**src/rtl/acadc_pkg.sv**
```systemverilog
package acadc_pkg;

  typedef enum logic {
    ST_IDLE = 1'b0,
    ST_RUN  = 1'b1
  } conv_state_e;

  function automatic int imax(input int a, input int b);
    return (a > b) ? a : b;
  endfunction

endpackage

```
**src/rtl/acadc_coef_table.sv**
```systemverilog
module acadc_coef_table #(
  parameter int CYCLES = 8,
  parameter int GAIN_W = 8,
  parameter int COEF_W = 16,
  parameter int CNT_W  = 3
) (
  input  logic              clk,
  input  logic              wr_en,
  input  logic [CNT_W-1:0]  wr_idx,
  input  logic [GAIN_W-1:0] wr_gain,
  input  logic [COEF_W-1:0] wr_coef,
  input  logic [CNT_W-1:0]  rd_idx,
  output logic [GAIN_W-1:0] rd_gain,
  output logic [COEF_W-1:0] rd_coef
);

  logic [GAIN_W-1:0] gain_mem [CYCLES];
  logic [COEF_W-1:0] coef_mem [CYCLES];

  // one storage row per conversion cycle, each with its own write strobe
  for (genvar i = 0; i < CYCLES; i++) begin : g_row
    logic row_we;
    assign row_we = wr_en && (wr_idx == CNT_W'(i));

    always_ff @(posedge clk) begin
      if (row_we) begin
        gain_mem[i] <= wr_gain;
        coef_mem[i] <= wr_coef;
      end
    end
  end

  assign rd_gain = gain_mem[rd_idx];
  assign rd_coef = coef_mem[rd_idx];

endmodule

```
**src/rtl/acadc_update.sv**
```systemverilog
module acadc_update
  import acadc_pkg::*;
#(
  parameter int EST_W     = 20,
  parameter int DAC_W     = 12,
  parameter int CODE_W    = 4,
  parameter int GAIN_W    = 8,
  parameter int COEF_W    = 16,
  parameter int CORR_FRAC = 8
) (
  input  logic signed [EST_W-1:0]  est,
  input  logic        [CODE_W-1:0] code,
  input  logic        [GAIN_W-1:0] gain,
  input  logic        [COEF_W-1:0] coef,
  output logic signed [EST_W-1:0]  est_nxt,
  output logic                     upd_neg
);

  localparam int DROP_W = EST_W - DAC_W;
  localparam int YC_W   = imax(CODE_W + CORR_FRAC, GAIN_W + DROP_W) + 2;
  localparam int PR_W   = COEF_W + 1 + YC_W;
  localparam int SUM_W  = imax(PR_W, EST_W) + 1;

  localparam logic signed [SUM_W-1:0] SAT_HI =
    SUM_W'((longint'(1) <<< (EST_W - 1)) - 1);
  localparam logic signed [SUM_W-1:0] SAT_LO = -SAT_HI - SUM_W'(1);

  logic        [DROP_W-1:0]        delta;
  logic signed [YC_W-1:0]          code_ext;
  logic signed [YC_W-1:0]          code_sc;
  logic signed [YC_W-1:0]          corr;
  logic signed [YC_W-1:0]          yc;
  logic signed [PR_W-1:0]          coef_s;
  logic signed [PR_W-1:0]          yc_s;
  logic signed [PR_W-1:0]          prod;
  logic signed [PR_W-1:0]          upd;
  logic signed [SUM_W-1:0]         sum;

  // truncation residue of the estimate, never negative
  assign delta    = est[DROP_W-1:0];

  // code scaled into the fractional grid, minus gain times residue
  assign code_ext = {{(YC_W-CODE_W){code[CODE_W-1]}}, code};
  assign code_sc  = code_ext <<< CORR_FRAC;
  assign corr     = YC_W'(gain * delta);
  assign yc       = code_sc - corr;

  // weight the corrected code and drop the fractional bits (floor)
  assign coef_s   = {{(PR_W-COEF_W){1'b0}}, coef};
  assign yc_s     = {{(PR_W-YC_W){yc[YC_W-1]}}, yc};
  assign prod     = coef_s * yc_s;
  assign upd      = prod >>> CORR_FRAC;
  assign upd_neg  = upd[PR_W-1];

  assign sum = {{(SUM_W-EST_W){est[EST_W-1]}}, est}
             + {{(SUM_W-PR_W){upd[PR_W-1]}}, upd};

  always_comb begin
    if (sum > SAT_HI) begin
      est_nxt = SAT_HI[EST_W-1:0];
    end else if (sum < SAT_LO) begin
      est_nxt = SAT_LO[EST_W-1:0];
    end else begin
      est_nxt = sum[EST_W-1:0];
    end
  end

endmodule

```
**src/rtl/acadc_seq.sv**
```systemverilog
module acadc_seq
  import acadc_pkg::*;
#(
  parameter int CYCLES = 8,
  parameter int CNT_W  = 3
) (
  input  logic             clk,
  input  logic             rst_n,
  input  logic             start,
  input  logic             code_vld,
  output logic             busy,
  output logic [CNT_W-1:0] cyc_idx,
  output logic             clr,
  output logic             step,
  output logic             last,
  output logic             done
);

  conv_state_e      state_q, state_d;
  logic [CNT_W-1:0] cnt_q, cnt_d;
  logic             done_q, done_d;

  always_comb begin
    clr     = (state_q == ST_IDLE) && start;
    step    = (state_q == ST_RUN) && code_vld;
    last    = step && (cnt_q == CNT_W'(CYCLES - 1));
    state_d = state_q;
    cnt_d   = cnt_q;
    done_d  = 1'b0;
    if (clr) begin
      state_d = ST_RUN;
      cnt_d   = '0;
    end else if (step) begin
      if (last) begin
        state_d = ST_IDLE;
        cnt_d   = '0;
        done_d  = 1'b1;
      end else begin
        cnt_d   = cnt_q + CNT_W'(1);
      end
    end
  end

  always_ff @(posedge clk or negedge rst_n) begin
    if (!rst_n) begin
      state_q <= ST_IDLE;
      cnt_q   <= '0;
      done_q  <= 1'b0;
    end else begin
      state_q <= state_d;
      cnt_q   <= cnt_d;
      done_q  <= done_d;
    end
  end

  assign busy    = (state_q == ST_RUN);
  assign cyc_idx = cnt_q;
  assign done    = done_q;


  done_single_chk: assert property (@(posedge clk) disable iff (!rst_n)
    done_q |=> !done_q);


  done_idle_chk: assert property (@(posedge clk) disable iff (!rst_n)
    done_q |-> (state_q == ST_IDLE));


  start_ignored_chk: assert property (@(posedge clk) disable iff (!rst_n)
    (state_q == ST_RUN) && start && !code_vld |=> $stable(cnt_q) && (state_q == ST_RUN));

endmodule

```
**src/rtl/acadc_estimator.sv**
```systemverilog
module acadc_estimator
  import acadc_pkg::*;
#(
  parameter int CYCLES    = 8,
  parameter int EST_W     = 20,
  parameter int DAC_W     = 12,
  parameter int CODE_W    = 4,
  parameter int GAIN_W    = 8,
  parameter int COEF_W    = 16,
  parameter int CORR_FRAC = 8,
  localparam int CNT_W    = imax(1, $clog2(CYCLES))
) (
  input  logic              clk,
  input  logic              rst_n,
  input  logic              start,
  input  logic              code_vld,
  input  logic [CODE_W-1:0] code,
  input  logic              tbl_we,
  input  logic [CNT_W-1:0]  tbl_addr,
  input  logic [GAIN_W-1:0] tbl_gain,
  input  logic [COEF_W-1:0] tbl_coef,
  output logic              busy,
  output logic [GAIN_W-1:0] gain_out,
  output logic [DAC_W-1:0]  dac_code,
  output logic              done,
  output logic [EST_W-1:0]  result
);

  logic                    rst_meta_q, rst_n_int;
  logic [CNT_W-1:0]        cyc_idx;
  logic                    clr, step, last;
  logic [COEF_W-1:0]       coef_cur;
  logic signed [EST_W-1:0] est_q, est_d, est_upd;
  logic                    est_en;
  logic [EST_W-1:0]        result_q;
  logic                    upd_neg;

  // asynchronous assertion, synchronous release
  always_ff @(posedge clk or negedge rst_n) begin
    if (!rst_n) begin
      rst_meta_q <= 1'b0;
      rst_n_int  <= 1'b0;
    end else begin
      rst_meta_q <= 1'b1;
      rst_n_int  <= rst_meta_q;
    end
  end

  acadc_seq #(
    .CYCLES (CYCLES),
    .CNT_W  (CNT_W)
  ) u_seq (
    .clk      (clk),
    .rst_n    (rst_n_int),
    .start    (start),
    .code_vld (code_vld),
    .busy     (busy),
    .cyc_idx  (cyc_idx),
    .clr      (clr),
    .step     (step),
    .last     (last),
    .done     (done)
  );

  acadc_coef_table #(
    .CYCLES (CYCLES),
    .GAIN_W (GAIN_W),
    .COEF_W (COEF_W),
    .CNT_W  (CNT_W)
  ) u_table (
    .clk     (clk),
    .wr_en   (tbl_we),
    .wr_idx  (tbl_addr),
    .wr_gain (tbl_gain),
    .wr_coef (tbl_coef),
    .rd_idx  (cyc_idx),
    .rd_gain (gain_out),
    .rd_coef (coef_cur)
  );

  acadc_update #(
    .EST_W     (EST_W),
    .DAC_W     (DAC_W),
    .CODE_W    (CODE_W),
    .GAIN_W    (GAIN_W),
    .COEF_W    (COEF_W),
    .CORR_FRAC (CORR_FRAC)
  ) u_update (
    .est     (est_q),
    .code    (code),
    .gain    (gain_out),
    .coef    (coef_cur),
    .est_nxt (est_upd),
    .upd_neg (upd_neg)
  );

  // next-state of the estimate and its clock enable
  always_comb begin
    est_en = clr || step;
    est_d  = clr ? '0 : est_upd;
  end

  always_ff @(posedge clk or negedge rst_n_int) begin
    if (!rst_n_int) begin
      est_q    <= '0;
      result_q <= '0;
    end else begin
      if (est_en) begin
        est_q <= est_d;
      end
      if (last) begin
        result_q <= est_upd;
      end
    end
  end

  assign dac_code = est_q[EST_W-1 -: DAC_W];
  assign result   = result_q;


  clear_chk: assert property (@(posedge clk) disable iff (!rst_n_int)
    !busy && start |=> busy && (dac_code == '0));


  idle_hold_chk: assert property (@(posedge clk) disable iff (!rst_n_int)
    !busy && !start |=> $stable(est_q) && $stable(result_q));


  sat_up_chk: assert property (@(posedge clk) disable iff (!rst_n_int)
    step && !upd_neg |=> est_q >= $past(est_q));


  sat_down_chk: assert property (@(posedge clk) disable iff (!rst_n_int)
    step && upd_neg |=> est_q <= $past(est_q));

endmodule

```
**config.mk**
```make
export PLATFORM = sky130hd
export DESIGN_NAME = acadc_estimator
export DESIGN_NICKNAME = d
export VERILOG_FILES = /design/src/rtl/acadc_pkg.sv /design/src/rtl/acadc_coef_table.sv /design/src/rtl/acadc_update.sv /design/src/rtl/acadc_seq.sv /design/src/rtl/acadc_estimator.sv
export SDC_FILE = /design/constraint.sdc
export NUM_CORES = 1
export LEC_CHECK = 0
export BUFFER_PORTS_ARGS = -buffer_cell sky130_fd_sc_hd__buf_2
export CAP_MARGIN = 0
export CORE_MARGIN = 3
export CORE_UTILIZATION = 40
export DETAILED_ROUTE_END_ITERATION = 8
export PLACE_DENSITY = 0.52
export SLEW_MARGIN = 5
export SYNTH_ARGS = -nofsm -noshare
export SYNTH_HDL_FRONTEND = slang
export SYNTH_HIERARCHICAL = 1
export SYNTH_SLANG_ARGS = --single-unit
```
**constraint.sdc**
```tcl
create_clock -name clk -period 3.3 [get_ports clk]
set_input_delay 0.33 -clock clk [delete_from_list [all_inputs] [get_ports clk]]
set_output_delay 0.33 -clock clk [all_outputs]
set_load 0.01 [all_outputs]
```
Word-level counts from Yosys, hierarchy flattened
Memories as Yosys holds them, arrays and structs flattened.
Index checks and enable logic that the tools add are counted.
{"block": "totals", "memories": 2, "in_bits": 36, "latchBits": 0, "output_inout_bits": 42, "register_bits": 47, "ram_bits": 192, "wordCells": 125, "rom_bits": 0}
{"name": "u_table.coef_mem", "depth": 8, "width": 16, "rd": 1, "rd_ports_with_merged_regs": 0, "write_ports": 1, "line_no": "acadc_coef_table.sv:18", "rtl": "logic [COEF_W-1:0] coef_mem [CYCLES];"}
{"name": "u_table.gain_mem", "depth": 8, "width": 8, "rd": 1, "rd_ports_with_merged_regs": 0, "write_ports": 1, "line_no": "acadc_coef_table.sv:17", "rtl": "logic [GAIN_W-1:0] gain_mem [CYCLES];"}
{"block": "op_classes", "n_div": 0, "n_shift": 0, "addsub": 3, "eq_ne": 8, "n_bitwise": 1, "mux": 70, "mul": 2, "magnitude_cmp": 2, "n_reduce_logical": 30}
{"operator": "$mux 16", "count": 7}
{"operator": "$reduce_or 16->1", "count": 7}
{"operator": "$mux 20", "count": 3}
{"operator": "$mux 8", "count": 7}
{"operator": "$reduce_or 8->1", "count": 7}
{"operator": "$mux 3", "count": 17}
{"operator": "$gt 36x20->1 const B", "count": 1}
{"operator": "$lt 36x20->1 const B", "count": 1}
{"operator": "$mux 1", "count": 36}
{"operator": "$mul 17x18->35", "count": 1}
{"operator": "$add 20x27->28", "count": 1}
{"operator": "$sub 12x17->18", "count": 1}
{"operator": "$mul 8x8->16", "count": 1}
{"operator": "$eq 3x3->1 const B", "count": 5}
{"operator": "$logic_and 1x1->1", "count": 11}
{"operator": "$eq 3x2->1 const B", "count": 2}
{"operator": "$reduce_bool 2->1", "count": 2}
{"operator": "$add 3x1->3 const B", "count": 1}
{"operator": "$eq 3x1->1 const B", "count": 1}
{"operator": "$logic_not 3->1", "count": 1}
{"operator": "$reduce_and 2->1", "count": 1}
{"operator": "$logic_or 1x1->1", "count": 1}
{"operator": "$not 1->1", "count": 1}

Longest topological paths before layout
Gate-level depths: netlist of the first run.
{"block": "depth", "ltp_word": 12, "mapped_depth": 65, "depth_no_buf": 60}

Hierarchy
The synthesis of the first run kept the hierarchy.
{"mod": "acadc_update", "instances": 1, "seq_area_each_um2": 0.0, "cells_each": 1776, "area_per_inst_um2": 15038.2}
{"mod": "acadc_coef_table", "instances": 1, "seq_area_each_um2": 5765.5, "cells_each": 290, "area_per_inst_um2": 7317.0}
{"mod": "acadc_estimator", "instances": 1, "seq_area_each_um2": 1051.0, "cells_each": 121, "area_per_inst_um2": 1773.0}
{"mod": "acadc_seq", "instances": 1, "seq_area_each_um2": 125.1, "cells_each": 22, "area_per_inst_um2": 251.5}

Worst setup path after synthesis of the first run
OpenSTA, ideal clock, no wires.
{"block": "synth_timing", "path_kind": "flip-flop to flip-flop", "start": "register u_seq.cnt_q[0] (netlist: u_seq/cyc_idx[0])", "end": "register result_q[18] (netlist: result[18])", "arrival_time_ps": 13747, "path_buffers": 4, "path_stages_with_launch": 59, "synth_period_minus_slack_ps": 13872, "path_slack_ps": -10572, "setup_ps": 125, "required_ps": 3175, "path_cell_list": "dfrtp_1 -> buf_6 -> buf_12 -> mux4_2 -> mux2_2 -> and2_1 -> fa_1 -> fa_1 -> inv_1 -> fa_1 -> fa_1 -> inv_1 -> ha_1 -> inv_1 -> o21bai_1 -> a21oi_1 -> nand2b_1 -> a21oi_1 -> (+23 left out) -> a41oi_1 -> o21ai_0 -> a32o_1 -> nor4_1 -> o41ai_1 -> xor2_1 -> ha_1 -> buf_2 -> a21oi_2 -> o21ai_0 -> a41o_1 -> o41ai_2 -> xnor2_1 -> nor4_1 -> a41o_1 -> buf_6 -> o21ai_0 -> mux2_4"}
{"block": "synth_via", "elab_chain_len": 8, "elab_cells_between_ends": 12, "classes_between": "add/sub: 2; mul: 2; order compare: 2; eq/ne: 1; mux: 2; reduce/logical: 1; memory: 2"}
{"element": "start: declaration", "line_no": "acadc_seq.sv:20", "rtl": "logic [CNT_W-1:0] cnt_q, cnt_d;"}
{"element": "start signal: assignment", "line_no": "acadc_seq.sv:51", "rtl": "cnt_q <= cnt_d;"}
{"element": "$mem_v2 8x8 (*)"}
{"element": "net gain_out[3]", "line_no": "acadc_estimator.sv:23", "rtl": "output logic [GAIN_W-1:0] gain_out,"}
{"element": "$mul 8x8->16 (*)", "line_no": "acadc_update.sv:45", "rtl": "assign corr = YC_W'(gain * delta);"}
{"element": "$sub 12x17->18 (*)", "line_no": "acadc_update.sv:46", "rtl": "assign yc = code_sc - corr;"}
{"element": "$mul 17x18->35 (*)", "line_no": "acadc_update.sv:51", "rtl": "assign prod = coef_s * yc_s;"}
{"element": "$add 20x27->28 (*)", "line_no": "acadc_update.sv:56", "rtl": "+ {{(SUM_W-PR_W){upd[PR_W-1]}}, upd};"}
{"element": "$lt 36x20->1", "line_no": "acadc_update.sv:61", "rtl": "end else if (sum < SAT_LO) begin"}
{"element": "$mux 20", "line_no": "acadc_update.sv:61"}
{"element": "$mux 20 (*)", "line_no": "acadc_update.sv:59", "rtl": "if (sum > SAT_HI) begin"}
{"element": "net est_upd[18]", "line_no": "acadc_estimator.sv:33", "rtl": "logic signed [EST_W-1:0] est_q, est_d, est_upd;"}
{"element": "end signal: assignment", "line_no": "acadc_estimator.sv:112", "rtl": "result_q <= est_upd;"}
{"element": "end: declaration", "line_no": "acadc_estimator.sv:35", "rtl": "logic [EST_W-1:0] result_q;"}
The timed path passes the listed nets; every way through them passes the cells marked *.
A chain may end at the register's enable or synchronous reset.

Worst setup path after layout of the first run
{"block": "layout_timing", "start": "register u_seq.cnt_q[0] (netlist: u_seq/cyc_idx[0])", "end": "register result_q[9] (netlist: result[9])"}
{"block": "layout_via", "elab_chain_len": 8, "elab_cells_between_ends": 12, "classes_between": "add/sub: 2; mul: 2; order compare: 2; eq/ne: 1; mux: 2; reduce/logical: 1; memory: 2"}
{"element": "$mem_v2 8x8"}
{"element": "$mul 8x8->16", "line_no": "acadc_update.sv:45"}
{"element": "$sub 12x17->18", "line_no": "acadc_update.sv:46"}
{"element": "$mul 17x18->35 (*)", "line_no": "acadc_update.sv:51"}
{"element": "$add 20x27->28 (*)", "line_no": "acadc_update.sv:56"}
{"element": "$lt 36x20->1", "line_no": "acadc_update.sv:61"}
{"element": "$mux 20", "line_no": "acadc_update.sv:61"}
{"element": "$mux 20 (*)", "line_no": "acadc_update.sv:59"}
{"element": "net est_upd[9]", "line_no": "acadc_estimator.sv:33"}
Marked as above.

==> metrics.yaml, run 1 <==
placed_area_um2: 28400
outcome: "complete, but fails checks"
cts_tree: "built"
timing.critical_path.required_ps: 3710
final.min_clock_period_ps: 13660
wirelength_um: 61700
synth_area_um2: 24400
cpMaxStageDelayCell: "fa_2"
ys_types: 80
area_delta_synth_final_pct: 23.6
gp_congestion: 0.863
cpMostUsedCell: "fa_1"
ys_seq_elements: 239
first_iter_violations: 842
cts_inserted_buffers: 24
maxSlewHeadroom: 0.279
avgRoutedWirePerCell_um: 18.1
path_clk_slew_ps: 60
post-place-ws_ps: -10690
worstSetupStartpointType: "flop"
hold_path.class: "input pin to flop"
num_rows: 89
max_cap_violations: 0
initial_utilization: 0.408
drc: 0
clockRootBuffer: "clkbuf_16"
synth.avg_cell_area_um2: 11.0
failed_checks: "negative setup slack"
rsz0062_at_grt: "yes"
setup.worst_path.end_class: "flop"
whs_ps: 69.3
clock-sinks: 239
dp_hpwl_um: 49200
postSynthCellCount: 2209
yosysTopAreaCellShare: 0.265
antenna_cells: 0
synth_fp_nets: 2732
vias: 16700
dp.cells: 3333
io_pins: 78
finalMaxSlewViolations: 0
slowest_delay_ps: 550
synth-edff-count: 192
skew_ps: 28.2
overflow: 0
synth_top_cells_by_count: "435 x inv_1, 323 x fa_1, 217 x nand2_1, 192 x edfxtp_1, 176 x and2_1"
post-synth-top-count-cell: "inv_1"
async_reset_ff_frac: 0.197
postRouteAntennaNets: 0
yosysWarnings: 6
antenna_found_initial: 0
coreArea_um2: 59700
cts_max_level: 1
yosysSeqAreaShare: 0.285
fin_crit_sh: 4.14
netlist_top_cells_area: "fa_1 27%, edfxtp_1 24%, ha_1 8.4%"
grt_pass1_wl_um: 100000
die_w_um: 253
first_global_vias: 18300
hold_viol_final: 0
fmax_mhz: 73.2
dr.pass1.iters: 5
grt_usage: 0.200
worstPathMaxFanout: 6
worst_pin_slew_ps: 1080
clock_latency_ps: 530
port_buffers: 77
die_h_um: 253
yosysTopAreaCell: "fa_1"
worstPathArrival_ps: 14060
synth_ff_type: "edfxtp_1"
die_area_um2: 63900
final_area_um2: 30100
nNetsFinal: 3145
finalSetupViolations: 40
ctsLongestPathBuffers: 3
crit_type: "flop to flop"
layout.cells.non_filler: 3411
setup_slack_ps: -10360
avgViaCountPerCell: 4.90
drive_above_1_share: 0.286
grt_max_degree: 46
==> worst max-delay path: cells and delay by family, from the launching register on <==
kind	cells	cell delay [ps]
and+or+nand+nor	9	1110
xor gates and xnor gates	3	380
adders and majority gates	14	6040
muxes	3	1070
DFF	1	480
buffers and inverters	11	1110
AOI/OAI and AO/OA	17	3360
==> cell families (layout without fill, tap and decap cells) <==
family / Yosys count / count (layout) / share of synthesized area
flops: 239 / 239 / 0.285
simple gates: 566 / 566 / 0.115
compound gates: 193 / 193 / 0.0529
mux: 113 / 113 / 0.0783
other cells: 1 / 1 / 0.000154
fa+ha+maj: 487 / 487 / 0.349
xor+xnor: 91 / 91 / 0.0330
buf+inv: 519 / 948 / 0.0864
==> metrics by stage <==
stage / setup TNS, ps / util
detailed placement: -419510 / 0.475
global placement: -413260 / 0.475
global route: -432040 / 0.505
floorplan: -390880 / -
CTS: -409760 / 0.497
finish: -411760 / 0.505
==> registers in the layout (all words and copies together), names as in the netlist <==
name / count
est_q: 20
result: 20
rst_meta_q: 1
rst_n_int: 1
u_seq/busy: 1
u_seq/cyc_idx: 3
u_seq/done: 1
u_table/coef_mem: 128
u_table/gain_mem: 64
==> layer usage <==
layer	routed length, um	up-vias	track usage
li1	-	7920	-
met1	27700	8465	0.272
met2	30100	259	0.341
met3	2120	66	0.0201
met4	1760	0	0.0544
met5	0	-	0
==> placed cells by master (no fill, tap or decap), types with 9 or more instances in the layout <==
cell type  netlist  layout
xor2_1          35      30
and3_1          15      14
a21o_1          25      25
nand2b_1        12      10
o21ai_0         41      18
nor3_1          18      14
o21ai_4          0      10
o21a_1          10      10
and2_1         176     168
mux2_4          32      34
xnor2_1         55      51
mux2i_1         20      20
nand2_1        217     212
mux2_2          12      10
ha_1           164     144
o21ai_1          6      14
nand4_1          9       9
dfrtp_1         47      44
fa_1           323     317
ha_4             0      17
buf_4           15     369
edfxtp_1       192     192
buf_6            7      11
a21oi_2          2      18
a21oi_1         50      32
nor2_1          80      69
mux4_2          48      48
buf_2           14      77
inv_1          435     427
clkbuf_16        0      26
nor2_2           0      11
==> final timing paths <==
| path | slack [ps] | endpoint | from | cells past startpoint |
|---|---|---|---|---|
| max reg2reg | -10360 | result[9]$_DFFE_PN0P_ | u_seq/cyc_idx[0]$_DFFE_PN0P_ | 57 |
| min reg2reg | 350 | rst_n_int$_DFF_PN0_ | rst_meta_q$_DFF_PN0_ | 0 |
| max | -10360 | result[9]$_DFFE_PN0P_ | u_seq/cyc_idx[0]$_DFFE_PN0P_ | 57 |
| min in group asynchronous | 120 | rst_n_int$_DFF_PN0_ | rst_n | 2 |
| max in group asynchronous | 2020 | u_seq/cyc_idx[0]$_DFFE_PN0P_ | rst_n_int$_DFF_PN0_ | 0 |
| min | 70 | u_table/coef_mem[2][6]$_DFFE_PP_ | tbl_coef[6] | 1 |
==> final cells by class <==
| type | count | area, um2 |
|---|---|---|
| Timing Repair Buffer | 471 | 3560 |
| Sequential cell | 239 | 6950 |
| Clock inverter | 15 | 228 |
| Tap cell | 773 | 967 |
| Clock buffer | 27 | 633 |
| Inverter | 435 | 1630 |
| Multi-Input combinational cell | 1451 | 16200 |
| Fill cell | 5402 | 29600 |
==> repair_timing <==
item | CTS | global route
setup buffers | 15 | 17
gates resized for setup | 55 | 68
endpoints found under the hold margin | 2 | 0
setup endpoints to repair | 40 | 40
pin swaps | 29 | 39
gates cloned | 2 | 2
hold buffers | 1 | 0
Power of run 1 is not shown: default switching activity piles up to over one toggle a cycle in this logic, so the estimate is an artifact.
==> inputs of run 2 (changes only) <==
- REMOVE_ABC_BUFFERS: default -> 1
==> run 2 against run 1 <==
The run still ends with negative setup slack left. Die area is the same. Final cell count grew 0.62%. Critical path depth rose by 7. Clock-buffer cell count fell by 2. Via count grew 0.45%. Maximum frequency down 0.21%. Final area up 1.2%. Utilization increased by 0.62 points. Wire length grew 2.7%. Register-to-register slack got worse by 30 ps. Non-clock buffer count up 22. Critical path type unchanged.
==> metrics.yaml, run 2 (same netlist as run 1, synthesis figures left out) <==
port_buffers: 77  # unchanged
avgViaCountPerCell: 4.89  # -0.17%
path_clk_slew_ps: 70  # about the same
dp_hpwl_um: 51200  # +4.1%
cpMostUsedCell: "fa_1"
drc: 0  # unchanged
final.min_clock_period_ps: 13680  # +28.8 ps
antenna_found_initial: 9  # +9
setup_slack_ps: -10380  # -28.8 ps
hold_viol_final: 0  # unchanged
finalSetupViolations: 40  # unchanged
wirelength_um: 63400  # +2.7%
layout.cells.non_filler: 3432  # +0.62%
die_area_um2: 63900  # unchanged
rsz0062_at_grt: "yes"
clock_latency_ps: 510  # -20 ps
num_rows: 89  # unchanged
fill_cells: 5341  # -1.1%
cts_tree: "built"
skew_ps: 13.6  # -14.6 ps
worstPathArrival_ps: 14120  # +60 ps
drive_above_1_share: 0.312  # +0.0266
grt_usage: 0.205  # +0.00541
first_global_vias: 18400  # +0.40%
worstSetupStartpointType: "flop"
setup_tns_ps: -412700  # -947 ps
avgRoutedWirePerCell_um: 18.5  # +2.1%
cpMaxStageDelayCell: "fa_1"
dp.cells: 3349  # +0.48%
hold_path.class: "input pin to flop"
overflow: 0  # unchanged
whs_ps: 88.0  # +18.6 ps
finalMaxSlewViolations: 0  # unchanged
initial_utilization: 0.408  # unchanged
largest_register: "u_table/coef_mem"
timing.critical_path.required_ps: 3730  # +20 ps
clock-sinks: 239  # unchanged
fin_util: 0.511  # +0.00621
coreArea_um2: 59700  # unchanged
maxSlewHeadroom: 0.222  # -0.0563
postRouteAntennaNets: 0  # unchanged
grt_max_degree: 34  # -26%
die_w_um: 253  # unchanged
area_delta_synth_final_pct: 25.1
nNetsFinal: 3165  # +0.64%
die_h_um: 253  # unchanged
setup.worst_path.end_class: "flop"
rr_worst_depth: 64  # +12%
hold_depth: 1  # unchanged
crit_type: "flop to flop"
max_cap_violations: 0  # unchanged
final_cell_mix: "423 x inv_1, 375 x buf_4, 308 x fa_1"
slowest_delay_ps: 560  # about the same
io_pins: 78  # unchanged
worst_pin_slew_ps: 1160  # +79.2 ps
first_iter_violations: 880  # +4.5%
gp_congestion: 0.867  # +0.48%
largest_register_ffs: 128  # unchanged
cts_inserted_buffers: 22  # -8.3%
ctsLongestPathBuffers: 3  # unchanged
fmax_mhz: 73.1  # -0.21%
layout_commonest_cell: "inv_1"
outcome: "complete, but fails checks"
reg.largest.list: "u_table/coef_mem: 128 flops, u_table/gain_mem: 64 flops"
fin_crit_sh: 4.15  # +0.00873
grt_pass1_wl_um: 103000  # +2.5%
clockRootBuffer: "clkbuf_16"
vias: 16800  # +0.45%
dr.pass1.iters: 5  # unchanged
cts_max_level: 1  # unchanged
worstPathMaxFanout: 6  # unchanged
failed_checks: "negative setup slack"
[run 2: per-stage QoR]
step	area, um2	worst slack, ps
3_3_place_gp	28200	-11120
4_1_cts	29900	-10340
2_1_floorplan	23900	-12260
6_report	30500	-10380
3_5_place_dp	28200	-11240
5_1_grt	30500	-10890
[run 2: worst paths after layout]
| check | startpoint | endpoint | slack, ps |
|---|---|---|---|
| worst max-delay path | u_seq/cyc_idx[0]$_DFFE_PN0P_ | est_q[10]$_DFFE_PN0P_ | -10380 |
| worst min-delay path | tbl_coef[3] | u_table/coef_mem[7][3]$_DFFE_PP_ | 90 |
| worst max register to register | u_seq/cyc_idx[0]$_DFFE_PN0P_ | est_q[10]$_DFFE_PN0P_ | -10380 |
| worst min register to register | rst_n_int$_DFF_PN0_ | result[13]$_DFFE_PN0P_ | 260 |
| max in group asynchronous | rst_n_int$_DFF_PN0_ | result[0]$_DFFE_PN0P_ | 2240 |
| min in group asynchronous | rst_n | rst_meta_q$_DFF_PN0_ | 150 |
[run 2: final cells by class]
type	instances	area [um2]	area share
inverter	435	1630	0.0535
sequential	239	6950	0.228
multi-input combinational	1451	16400	0.538
timing repair buffer	493	3840	0.126
tap	773	967	0.0317
antenna	2	5.00	0.000164
clock buffer	25	583	0.0191
clock inverter	14	120	0.00394
[run 2: what timing repair did]
item	4_1_cts	5_1_grt
endpoints found under the hold margin	2	0
pin swaps	77	65
endpoints found under the setup margin	40	40
buffers inserted	29	15
hold buffers	1	0
cloned	1	0
gates resized for setup	174	102
[run 2: layer usage]
metal  share of wire  global-route usage  vias up  wire, um
li1                -                   -     7942         -
met1            0.48               0.300     8432     30300
met2            0.46               0.332      331     29000
met3           0.045              0.0257       74      2850
met4           0.019              0.0372        6      1210
met5         0.00044                   0        -        28
[run 2: critical path: cells and delay by family (launching register included)]
family	cells	cell delay (ps)
muxes	3	790
xor gates and xnor gates	3	450
DFF	1	500
and+or+nand+nor	10	1400
AOI/OAI and AO/OA	20	3200
buffers and inverters	14	1530
adders and majority gates	14	5730
Power of run 2 is left out for the same reason.
==> inputs of run 3 (changes only) <==
- CTS_BUF_LIST: default -> sky130_fd_sc_hd__clkbuf_4 sky130_fd_sc_hd__clkbuf_8
==> run 3 against run 2 <==
The run still ends with negative setup slack left. Maximum frequency shrank 0.32%. Die area is the same. Sequential cell count is the same. Worst hold slack lost 11 ps. Sequential share of layout area is essentially flat. First-iteration DRC count shrank 12%. Setup slack lost 44 ps. Critical endpoint is now result[5]$_DFFE_PN0P_. Largest cell class unchanged.
==> metrics.yaml, run 3 (same netlist as run 1, synthesis figures left out) <==
skew_ps: 20.4  # +6.78 ps
avgViaCountPerCell: 4.91  # +0.39%
largest_register_ffs: 128  # unchanged
post-place-ws_ps: -11240  # unchanged
cts_max_level: 2  # +1
whs_endpoint: "u_table/coef_mem[5][0]$_DFFE_PP_"
grt_max_degree: 34  # unchanged
r2r_setup_slack_ps: -10430  # -40 ps
fill_cells: 5365  # +0.45%
worstPathMaxFanout: 8  # +2
nNetsFinal: 3179  # +0.44%
cts_tree: "built"
wirelength_um: 63800  # +0.62%
dp_hpwl_um: 51200  # unchanged
cpMostUsedCell: "fa_1"
finalMaxSlewViolations: 0  # unchanged
first_global_vias: 18600  # +1.1%
clock-sinks: 239  # unchanged
area_delta_synth_final_pct: 25.0  # about the same
min_from: "tbl_coef[0]"
setup.worst_path.end_class: "flop"
cts_inserted_buffers: 36  # +64%
avgRoutedWirePerCell_um: 18.5  # about the same
finalSetupViolations: 40  # unchanged
hold_path.class: "input pin to flop"
fin_util: 0.511  # about the same
die_w_um: 253  # unchanged
r2r_end: "result[5]$_DFFE_PN0P_"
die_h_um: 253  # unchanged
setup_tns_ps: -414950  # -2240 ps
setup_slack_ps: -10430  # -43.9 ps
crit_type: "flop to flop"
clockRootBuffer: "clkbuf_8"
port_buffers: 77  # unchanged
fmax_mhz: 72.8  # -0.32%
first_iter_violations: 771  # -12%
layout_commonest_cell: "inv_1"
max_cap_violations: 0  # unchanged
final_area_um2: 30500  # about the same
cpMaxStageDelayCell: "fa_1"
drc: 0  # unchanged
gp_congestion: 0.867  # unchanged
worst_pin_slew_ps: 1160  # -4.99 ps
overflow: 0  # unchanged
rsz0062_at_grt: "yes"
multiInputGateArea_um2: 16300  # -0.44%
die_area_um2: 63900  # unchanged
final.min_clock_period_ps: 13730  # +43.9 ps
fin_crit_sh: 4.16  # +0.0133
hold_depth: 1  # unchanged
postRouteAntennaNets: 0  # unchanged
worstPathArrival_ps: 14140  # +20 ps
final_cell_mix: "423 x inv_1, 374 x buf_4, 308 x fa_1"
clock_latency_ps: 520  # about the same
num_rows: 89  # unchanged
rr_worst_depth: 61  # -4.7%
seqCellArea_um2: 6950  # unchanged
failed_checks: "negative setup slack"
maxSlewHeadroom: 0.226  # +0.00334
grt_pass1_wl_um: 103000  # +0.40%
reg.largest.list: "u_table/coef_mem: 128 flops, u_table/gain_mem: 64 flops"
dr.pass1.iters: 5  # unchanged
initial_utilization: 0.408  # unchanged
outcome: "complete, but fails checks"
slowest_delay_ps: 540  # -20 ps
io_pins: 78  # unchanged
rr_startpoint: "u_seq/cyc_idx[0]$_DFFE_PN0P_"
path_clk_slew_ps: 60  # about the same
hold_viol_final: 0  # unchanged
worstSetupStartpointType: "flop"
vias: 17000  # +1.0%
placed_area_um2: 28200  # unchanged
timing.critical_path.required_ps: 3710  # -20 ps
coreArea_um2: 59700  # unchanged
largest_register: "u_table/coef_mem"
antenna_found_initial: 8  # -1
ctsLongestPathBuffers: 3  # unchanged
grt_usage: 0.207  # +0.00160
drive_above_1_share: 0.312  # about the same
[run 3: metrics by stage]
step / hold slack, ps / cells
after global routing: 49.6 / 3452
after detailed placement: 119 / 3349
after floorplan: 34.4 / 2125
after global placement: 116 / 3349
final: 77.0 / 3454
after CTS: 34.9 / 3444
[run 3: layout make-up]
cell class | instances | area share
antenna | 3 | 0.000246
clock buffer | 47 | 0.0192
clock inverter | 13 | 0.00447
inverter | 435 | 0.0536
multi-input combinational | 1451 | 0.536
sequential | 239 | 0.228
tap | 773 | 0.0317
timing repair buffer | 493 | 0.127
[run 3: metal layers]
metal,global-route usage,wire [um]
met5,0,32
met3,0.0283,3040
met2,0.336,29300
met4,0.0386,1180
met1,0.299,30200
[run 3: worst max-delay path by stage]
stage	slack (ps)	startpoint	endpoint
2_1_floorplan	-12260	u_seq/cyc_idx[0]$_DFFE_PN0P_	result[0]$_DFFE_PN0P_
3_3_place_gp	-11120	u_seq/cyc_idx[0]$_DFFE_PN0P_	est_q[10]$_DFFE_PN0P_
3_5_place_dp	-11240	u_seq/cyc_idx[0]$_DFFE_PN0P_	est_q[10]$_DFFE_PN0P_
4_1_cts	-10370	u_seq/cyc_idx[0]$_DFFE_PN0P_	result[6]$_DFFE_PN0P_
5_1_grt	-10920	u_seq/cyc_idx[0]$_DFFE_PN0P_	est_q[7]$_DFFE_PN0P_
6_report	-10430	u_seq/cyc_idx[0]$_DFFE_PN0P_	result[5]$_DFFE_PN0P_
[run 3: critical path, delay by kind of cell (launching register included)]
family | cells | cell delay, ps
multiplexers | 3 | 990
adder cells (fa/ha/maj) | 14 | 6060
AO/OA/AOI/OAI | 18 | 2990
AND/OR/NAND/NOR | 7 | 920
buffers and inverters | 16 | 1730
XOR/XNOR | 3 | 410
flip-flops | 1 | 500
[run 3: what timing repair did]
action / 4_1_cts / 5_1_grt
endpoints found under the hold margin: 2 / 0
setup buffers: 35 / 9
setup endpoints to repair: 40 / 40
gates cloned: 1 / 0
resized for setup: 185 / 69
pin swaps: 86 / 38
hold buffers: 1 / 0
Power of run 3 is left out for the same reason.
